--- src/rtl/rpq_pkg.sv ---
package rpq_pkg;

  // register byte offsets
  localparam int unsigned OFF_DECODE = 32'h138;
  localparam int unsigned OFF_MASK   = 32'h13C;
  localparam int unsigned OFF_PHY    = 32'h144;
  localparam int unsigned OFF_RPSC   = 32'h148;
  localparam int unsigned OFF_QW1    = 32'h158;
  localparam int unsigned OFF_QW2    = 32'h15C;

  // bit positions
  localparam int unsigned B_INTX   = 16;
  localparam int unsigned B_MSI    = 17;
  localparam int unsigned B_LINK   = 11;
  localparam int unsigned B_BREN   = 0;
  localparam int unsigned B_NEMPTY = 18;
  localparam int unsigned B_OVF    = 19;
  localparam int unsigned B_LANE   = 27;
  localparam int unsigned B_LEVEL  = 29;
  localparam int unsigned B_VALID  = 31;

  localparam int unsigned LANE_W = 2;

  typedef struct packed {
    logic [LANE_W-1:0] lane;
    logic              level;
  } evt_t;

  // formats one stored event as the word seen by software
  function automatic logic [31:0] fmt_word1(input evt_t e);
    logic [31:0] w;
    w = '0;
    w[B_LANE +: LANE_W] = e.lane;
    w[B_LEVEL]          = e.level;
    w[B_VALID]          = 1'b1;
    return w;
  endfunction

endpackage

--- src/rtl/rpq_addr_dec.sv ---
module rpq_addr_dec #(
  parameter int ADDR_W = 12
) (
  input  logic [ADDR_W-1:0] addr,
  input  logic              we,
  output logic              sel_decode,
  output logic              sel_mask,
  output logic              sel_phy,
  output logic              sel_rpsc,
  output logic              sel_qw1,
  output logic              sel_qw2,
  output logic              wr_decode,
  output logic              wr_mask,
  output logic              wr_rpsc,
  output logic              wr_pop
);
  import rpq_pkg::*;

  assign sel_decode = (addr == ADDR_W'(OFF_DECODE));
  assign sel_mask   = (addr == ADDR_W'(OFF_MASK));
  assign sel_phy    = (addr == ADDR_W'(OFF_PHY));
  assign sel_rpsc   = (addr == ADDR_W'(OFF_RPSC));
  assign sel_qw1    = (addr == ADDR_W'(OFF_QW1));
  assign sel_qw2    = (addr == ADDR_W'(OFF_QW2));

  assign wr_decode = we & sel_decode;
  assign wr_mask   = we & sel_mask;
  assign wr_rpsc   = we & sel_rpsc;
  assign wr_pop    = we & (sel_qw1 | sel_qw2);
endmodule

--- src/rtl/rpq_fifo.sv ---
module rpq_fifo #(
  parameter int DEPTH = 16,
  localparam int PW = (DEPTH > 1) ? $clog2(DEPTH) : 1
) (
  input  logic            clk,
  input  logic            rst_n,
  input  logic            push_req,
  input  rpq_pkg::evt_t   push_data,
  input  logic            pop_req,
  output rpq_pkg::evt_t   head,
  output logic            empty,
  output logic            full,
  output logic            push_ok,
  output logic            drop,
  output logic            pop_ok,
  output logic            nonempty_next,
  output logic [PW-1:0]   wr_ptr,
  output logic [PW-1:0]   rd_ptr
);
  import rpq_pkg::*;

  // modulo-DEPTH pointer advance, correct for any depth
  function automatic logic [PW-1:0] bump(input logic [PW-1:0] p);
    return (p == PW'(DEPTH - 1)) ? '0 : p + 1'b1;
  endfunction

  evt_t          mem [DEPTH];
  logic [PW-1:0] wp_q, rp_q, wp_n, rp_n;

  // full/empty from pointers before any pop this cycle
  assign empty   = (wp_q == rp_q);
  assign full    = (bump(wp_q) == rp_q);
  assign push_ok = push_req & ~full;
  assign drop    = push_req & full;
  assign pop_ok  = pop_req & ~empty;

  assign wp_n = push_ok ? bump(wp_q) : wp_q;
  assign rp_n = pop_ok  ? bump(rp_q) : rp_q;
  assign nonempty_next = (wp_n != rp_n);

  always_ff @(posedge clk) begin
    if (!rst_n) begin
      wp_q <= '0;
      rp_q <= '0;
    end else begin
      wp_q <= wp_n;
      rp_q <= rp_n;
    end
  end

  always_ff @(posedge clk) begin
    if (push_ok) mem[wp_q] <= push_data;
  end

  assign head   = mem[rp_q];
  assign wr_ptr = wp_q;
  assign rd_ptr = rp_q;
endmodule

--- src/rtl/rpq_intc.sv ---
module rpq_intc (
  input  logic        clk,
  input  logic        rst_n,
  input  logic        wr_decode,
  input  logic        wr_mask,
  input  logic [31:0] wdata,
  input  logic        set_intx,
  input  logic        hold_intx,
  output logic [31:0] decode_q,
  output logic [31:0] mask_q,
  output logic        irq
);
  import rpq_pkg::*;

  logic [31:0] decode_n;

  always_comb begin
    decode_n = decode_q;
    if (wr_decode) decode_n = decode_n & ~wdata;
    // a new entry, or any entry still queued, keeps INTx pending
    if (set_intx || hold_intx) decode_n[B_INTX] = 1'b1;
  end

  always_ff @(posedge clk) begin
    if (!rst_n) begin
      decode_q <= '0;
      mask_q   <= '0;
    end else begin
      decode_q <= decode_n;
      if (wr_mask) mask_q <= wdata;
    end
  end

  assign irq = |(decode_q & mask_q);
endmodule

--- src/rtl/rp_intq_regs.sv ---
module rp_intq_regs #(
  parameter int ADDR_W = 12,
  parameter int DEPTH  = 16
) (
  input  logic              clk,
  input  logic              rst_n,
  input  logic [ADDR_W-1:0] cfg_addr,
  input  logic              cfg_we,
  input  logic [31:0]       cfg_wdata,
  output logic [31:0]       cfg_rdata,
  input  logic              link_up,
  input  logic              evt_valid,
  input  logic [1:0]        evt_lane,
  input  logic              evt_level,
  output logic              irq_o
);
  import rpq_pkg::*;

  localparam int PW = (DEPTH > 1) ? $clog2(DEPTH) : 1;

  logic sel_decode, sel_mask, sel_phy, sel_rpsc, sel_qw1, sel_qw2;
  logic wr_decode, wr_mask, wr_rpsc, wr_pop;

  rpq_addr_dec #(.ADDR_W(ADDR_W)) u_dec (
    .addr(cfg_addr), .we(cfg_we),
    .sel_decode(sel_decode), .sel_mask(sel_mask), .sel_phy(sel_phy),
    .sel_rpsc(sel_rpsc), .sel_qw1(sel_qw1), .sel_qw2(sel_qw2),
    .wr_decode(wr_decode), .wr_mask(wr_mask), .wr_rpsc(wr_rpsc),
    .wr_pop(wr_pop)
  );

  evt_t          evt_in, head;
  logic          fifo_empty, fifo_full, push_ok, drop, pop_ok, nonempty_next;
  logic [PW-1:0] wr_ptr, rd_ptr;

  assign evt_in.lane  = evt_lane;
  assign evt_in.level = evt_level;

  rpq_fifo #(.DEPTH(DEPTH)) u_fifo (
    .clk(clk), .rst_n(rst_n),
    .push_req(evt_valid), .push_data(evt_in), .pop_req(wr_pop),
    .head(head), .empty(fifo_empty), .full(fifo_full),
    .push_ok(push_ok), .drop(drop), .pop_ok(pop_ok),
    .nonempty_next(nonempty_next), .wr_ptr(wr_ptr), .rd_ptr(rd_ptr)
  );

  logic [31:0] decode_q, mask_q;

  rpq_intc u_intc (
    .clk(clk), .rst_n(rst_n),
    .wr_decode(wr_decode), .wr_mask(wr_mask), .wdata(cfg_wdata),
    .set_intx(push_ok), .hold_intx(nonempty_next),
    .decode_q(decode_q), .mask_q(mask_q), .irq(irq_o)
  );

  // root port status/control
  logic bren_q, ovf_q, ovf_clr;
  assign ovf_clr = wr_rpsc & cfg_wdata[B_OVF];

  always_ff @(posedge clk) begin
    if (!rst_n) begin
      bren_q <= 1'b0;
      ovf_q  <= 1'b0;
    end else begin
      if (wr_rpsc) bren_q <= cfg_wdata[B_BREN];
      ovf_q <= drop | (ovf_q & ~ovf_clr);
    end
  end

  logic [31:0] rpsc_rd, phy_rd, qw1_rd;

  always_comb begin
    rpsc_rd = '0;
    rpsc_rd[B_BREN]   = bren_q;
    rpsc_rd[B_NEMPTY] = ~fifo_empty;
    rpsc_rd[B_OVF]    = ovf_q;
    phy_rd = '0;
    phy_rd[B_LINK] = link_up;
    qw1_rd = fifo_empty ? 32'h0 : fmt_word1(head);
  end

  always_comb begin
    cfg_rdata = '0;
    if (sel_decode) cfg_rdata = decode_q;
    if (sel_mask)   cfg_rdata = mask_q;
    if (sel_phy)    cfg_rdata = phy_rd;
    if (sel_rpsc)   cfg_rdata = rpsc_rd;
    if (sel_qw1)    cfg_rdata = qw1_rd;
    if (sel_qw2)    cfg_rdata = 32'h0;
  end

endmodule

--- config.mk ---
export PLATFORM = sky130hd
export DESIGN_NAME = rp_intq_regs
export DESIGN_NICKNAME = d
export VERILOG_FILES = /design/src/rtl/rpq_pkg.sv /design/src/rtl/rpq_addr_dec.sv /design/src/rtl/rpq_fifo.sv /design/src/rtl/rpq_intc.sv /design/src/rtl/rp_intq_regs.sv
export SDC_FILE = /design/constraint.sdc
export NUM_CORES = 1
export LEC_CHECK = 0
export BUFFER_PORTS_ARGS = -buffer_cell sky130_fd_sc_hd__buf_2
export CORE_MARGIN = 2
export CORE_UTILIZATION = 57
export DETAILED_ROUTE_END_ITERATION = 7
export PLACE_DENSITY = 0.9
export SLEW_MARGIN = 20
export SYNTH_ARGS = -nofsm -noshare
export SYNTH_HDL_FRONTEND = slang
export SYNTH_HIERARCHICAL = 1
export SYNTH_SLANG_ARGS = --single-unit
--- constraint.sdc ---
create_clock -name clk -period 3.4 [get_ports clk]
set_input_delay 0.68 -clock clk [delete_from_list [all_inputs] [get_ports clk]]
set_output_delay 0.68 -clock clk [all_outputs]
set_load 0.01 [all_outputs]
==> summary.md <==
| Metric | Value |
|---|---|
| CTS Buf Count | 17 |
| Synth Register Bits | between 100 and 150 |
| Post-CTS setup buffers | 0 |
| Worst-margin pin slew | 0.646 ns |
| Post-Synthesis Cells | 521 |
| CP Class | flip-flop to output pin |
| WHS | around 0.35 ns |
| Critical path arrival | ~2.5 ns |
| CTS tree | done |
| Outcome | complete, no violations |
| Max IR drop VDD | 0.429 mV |
| Number of synthesized flops with an enable pin | 48 |
| Area grow syn2layout | 17.8% |
| R2r setup slk | approximately 0.6 ns |
| Ant diodes | 0 |
| WL/cell | ~18 um |
| Reg clk slew, reported paths | 0.06 ns |
| Ys flop type | dfxtp_1 |
| HP Class | input port to flip-flop |
| Largest net degree at the start of global routing | 75 |
| Comb pwr share | 0.045 |
| P_sw | between 700 and 800 uW |
| Drt first pass iters | 7 |
| Layout cell share with drive strength beyond 1 | 0.262 |
| Max_slew headroom | 0.569 |
| Dpl hpwl | 8880 um |
| R2R depth | 7 |
| RSZ-0062 raised after global routing | false |
| Setup WS pre-CTS | 0.280 ns |
| Switching share of power | 0.221 |
| Row cnt | 36 |
| GRT Overall Usage | 0.250 |
| GP Congestion | 0.934 |
| Initial DRC count | 331 |
| Num Clock Sinks | 122 |
| Die ar. | about 11,000 um2 |
| Crit path launch type | flip-flop |
| Post-synth ARST share | 0 |
| Fin. max-slew vios | 0 |
| # DRC | 0 |
| Sequential share of power | 0.471 |
| Critical R2R Launch | u_fifo/wr_ptr[0]$_SDFF_PN0_ |
| CP Capture Type | output pin |
| Util after Layout | 0.693 |
| Tot Pwr | 3270 uW |
| Worst r2r dst | u_fifo/mem[0][1]$_DFFE_PP_ |
| Final hold vios | 0 |
| Clock group share of total power | 0.484 |
| CORE AREA | a little under 10,000 um2 |
| Hold Path Stages | 2 |
| Max cap viols | 0 |
| Most frequent cells in the layout | 83 x buf_2, 74 x dfxtp_1, 48 x edfxtp_1, 47 x nand2_1, 45 x a22oi_1 |
| Post-route ant nets | 0 |
| Initial antenna violation count | 0 |
| Synth warnings | 6 |
| Fin Setup TNS | 0 ns |
| Hold EP | u_intc/decode_q[20]$_SDFFE_PN0P_ |
| Ports | 85 |
| Tmin final | 3.16 ns |
| Leak Pwr | between 0.002 and 0.0025 uW |
| Final period util | 0.929 |
| Post-route clock skew | 0.00582 ns |
| Vias in the first global route | 4,375 |
| Synthesized area per cell | 11.0 um2 |
| Netlist cell types | 53 |
| DIE WIDTH | 104 um |
| Hold Buf Count CTS | 0 |
| Vias | roughly 4,400 |
| Via density | 5.94 |
| Final net count | 654 |
| Syn nets | 578 |
| CP required | ~2.7 ns |
| PwrDens | around 480 nW/um2 |
| Worst Min Path Start | cfg_wdata[20] |
| Clock latency at the later pin of the worst-skew pair | slightly above 0.5 ns |
| Root Buffer Master | clkbuf_8 |
| Final WL | 13,400 um |
| Clk buf depth | 2 |
| H-tree Lvls | 4 |
| Seq/Total Area, Yosys | 0.508 |
| Worst-path maximum fanout | 19 |
| Cell area after synthesis | 5750 um2 |
| # setup viols final | 0 |
| Starting density of the core | 0.588 |
| Final Worst Setup Slack | 0.242 ns |
| Most common cell after layout, fill and taps aside | buf_2 |
| Post_cts resized | 0 |
| Grt ovf | 0 |
| Port Buf Inserts | 84 |
| First-pass GRT wire length | 21,400 um |
| # fillers | 672 |
| Pint | 2550 uW |
| Fmax | 317 MHz |
| Die H | 104 um |
sequential cells by signal, indices dropped and copies added (netlist names):
| name | flops |
|---|---|
| u_fifo/mem | 48 |
| u_intc/decode_q | 32 |
| u_intc/mask_q | 32 |
| u_fifo/rd_ptr | 4 |
| u_fifo/wr_ptr | 4 |
| bren_q | 1 |
| ovf_q | 1 |
Yosys cell counts (4+ instances only):
cell / instances / share of area
a21oi_1: 38 / 0.033
a22oi_1: 45 / 0.059
and2_1: 5 / 0.0054
buf_2: 8 / 0.0070
buf_4: 6 / 0.0078
buf_6: 4 / 0.0078
clkbuf_1: 17 / 0.011
dfxtp_1: 74 / 0.26
edfxtp_1: 48 / 0.25
ha_1: 5 / 0.011
inv_1: 5 / 0.0033
mux2i_1: 35 / 0.061
mux4_2: 15 / 0.059
nand2_1: 47 / 0.031
nand3_1: 8 / 0.0070
nand4_1: 5 / 0.0054
nor2_1: 44 / 0.029
nor2b_1: 42 / 0.046
nor3_1: 11 / 0.0096
o21ai_2: 5 / 0.0076
xnor2_1: 10 / 0.015
xor2_1: 4 / 0.0061
metrics by stage:
| stage | std cells | area [um2] |
|---|---|---|
| after global routing | 743 | 6780 |
| after global placement | 711 | 6250 |
| final | 743 | 6780 |
| after detailed placement | 711 | 6250 |
| after CTS | 743 | 6770 |
| after floorplan | 521 | 5750 |
worst max-delay path, stage by stage, from the launching register on:
cell and delay (ns):
dfxtp_1 0.30, buf_4 0.31, mux4_2 0.57, mux4_2 0.48, nand2_1 0.09, o21ai_2 0.06, buf_2 0.15
cells by family (layout without fill, tap and decap cells):
| kind of cell | Yosys count | count (layout) | synth area share |
|---|---|---|---|
| compound gates | 107 | 107 | 0.131 |
| xor+xnor | 15 | 15 | 0.0261 |
| mux | 51 | 51 | 0.122 |
| buf+inv | 40 | 129 | 0.0370 |
| flops | 122 | 122 | 0.508 |
| fa+ha+maj | 5 | 5 | 0.0109 |
| simple gates | 181 | 181 | 0.165 |
worst max path at each step:
stage                                     start            end  slack, ns  depth (start not counted)
floorplan                           cfg_addr[1]  cfg_rdata[11]       0.66                          7
global placement                    cfg_addr[1]  cfg_rdata[11]       0.31                          9
detailed placement                  cfg_addr[1]  cfg_rdata[11]       0.28                          9
CTS                 u_fifo/rd_ptr[0]$_SDFF_PN0_  cfg_rdata[27]       0.21                          6
global route                        cfg_addr[1]  cfg_rdata[11]      0.003                          9
finish              u_fifo/rd_ptr[0]$_SDFF_PN0_  cfg_rdata[27]       0.24                          6
power by group through the flow:
stage	registers, uW	logic (uW)	clock network [uW]
floorplan	1570	84.3	0
global placement	1570	138	0
detailed placement	1570	146	0
CTS	1540	147	1600
global route	1540	162	1670
finish	1540	148	1580
final cells by class:
cell class | instances | area [um2] | area share
Sequential cell | 122 | 2920 | 0.431
Tap cell | 133 | 166 | 0.0246
Clock buffer | 19 | 422 | 0.0622
Timing Repair Buffer | 92 | 508 | 0.0750
Clock inverter | 13 | 105 | 0.0155
Multi-Input combinational cell | 359 | 2630 | 0.389
Inverter | 5 | 18.8 | 0.00277
layer usage:
layer  global-route usage  part of all wire
met1                0.288              0.39
met2                0.448              0.53
met3               0.0476             0.058
met4                0.116             0.016
met5                    0                 0
Note: power is estimated with default switching activity, not from simulation.
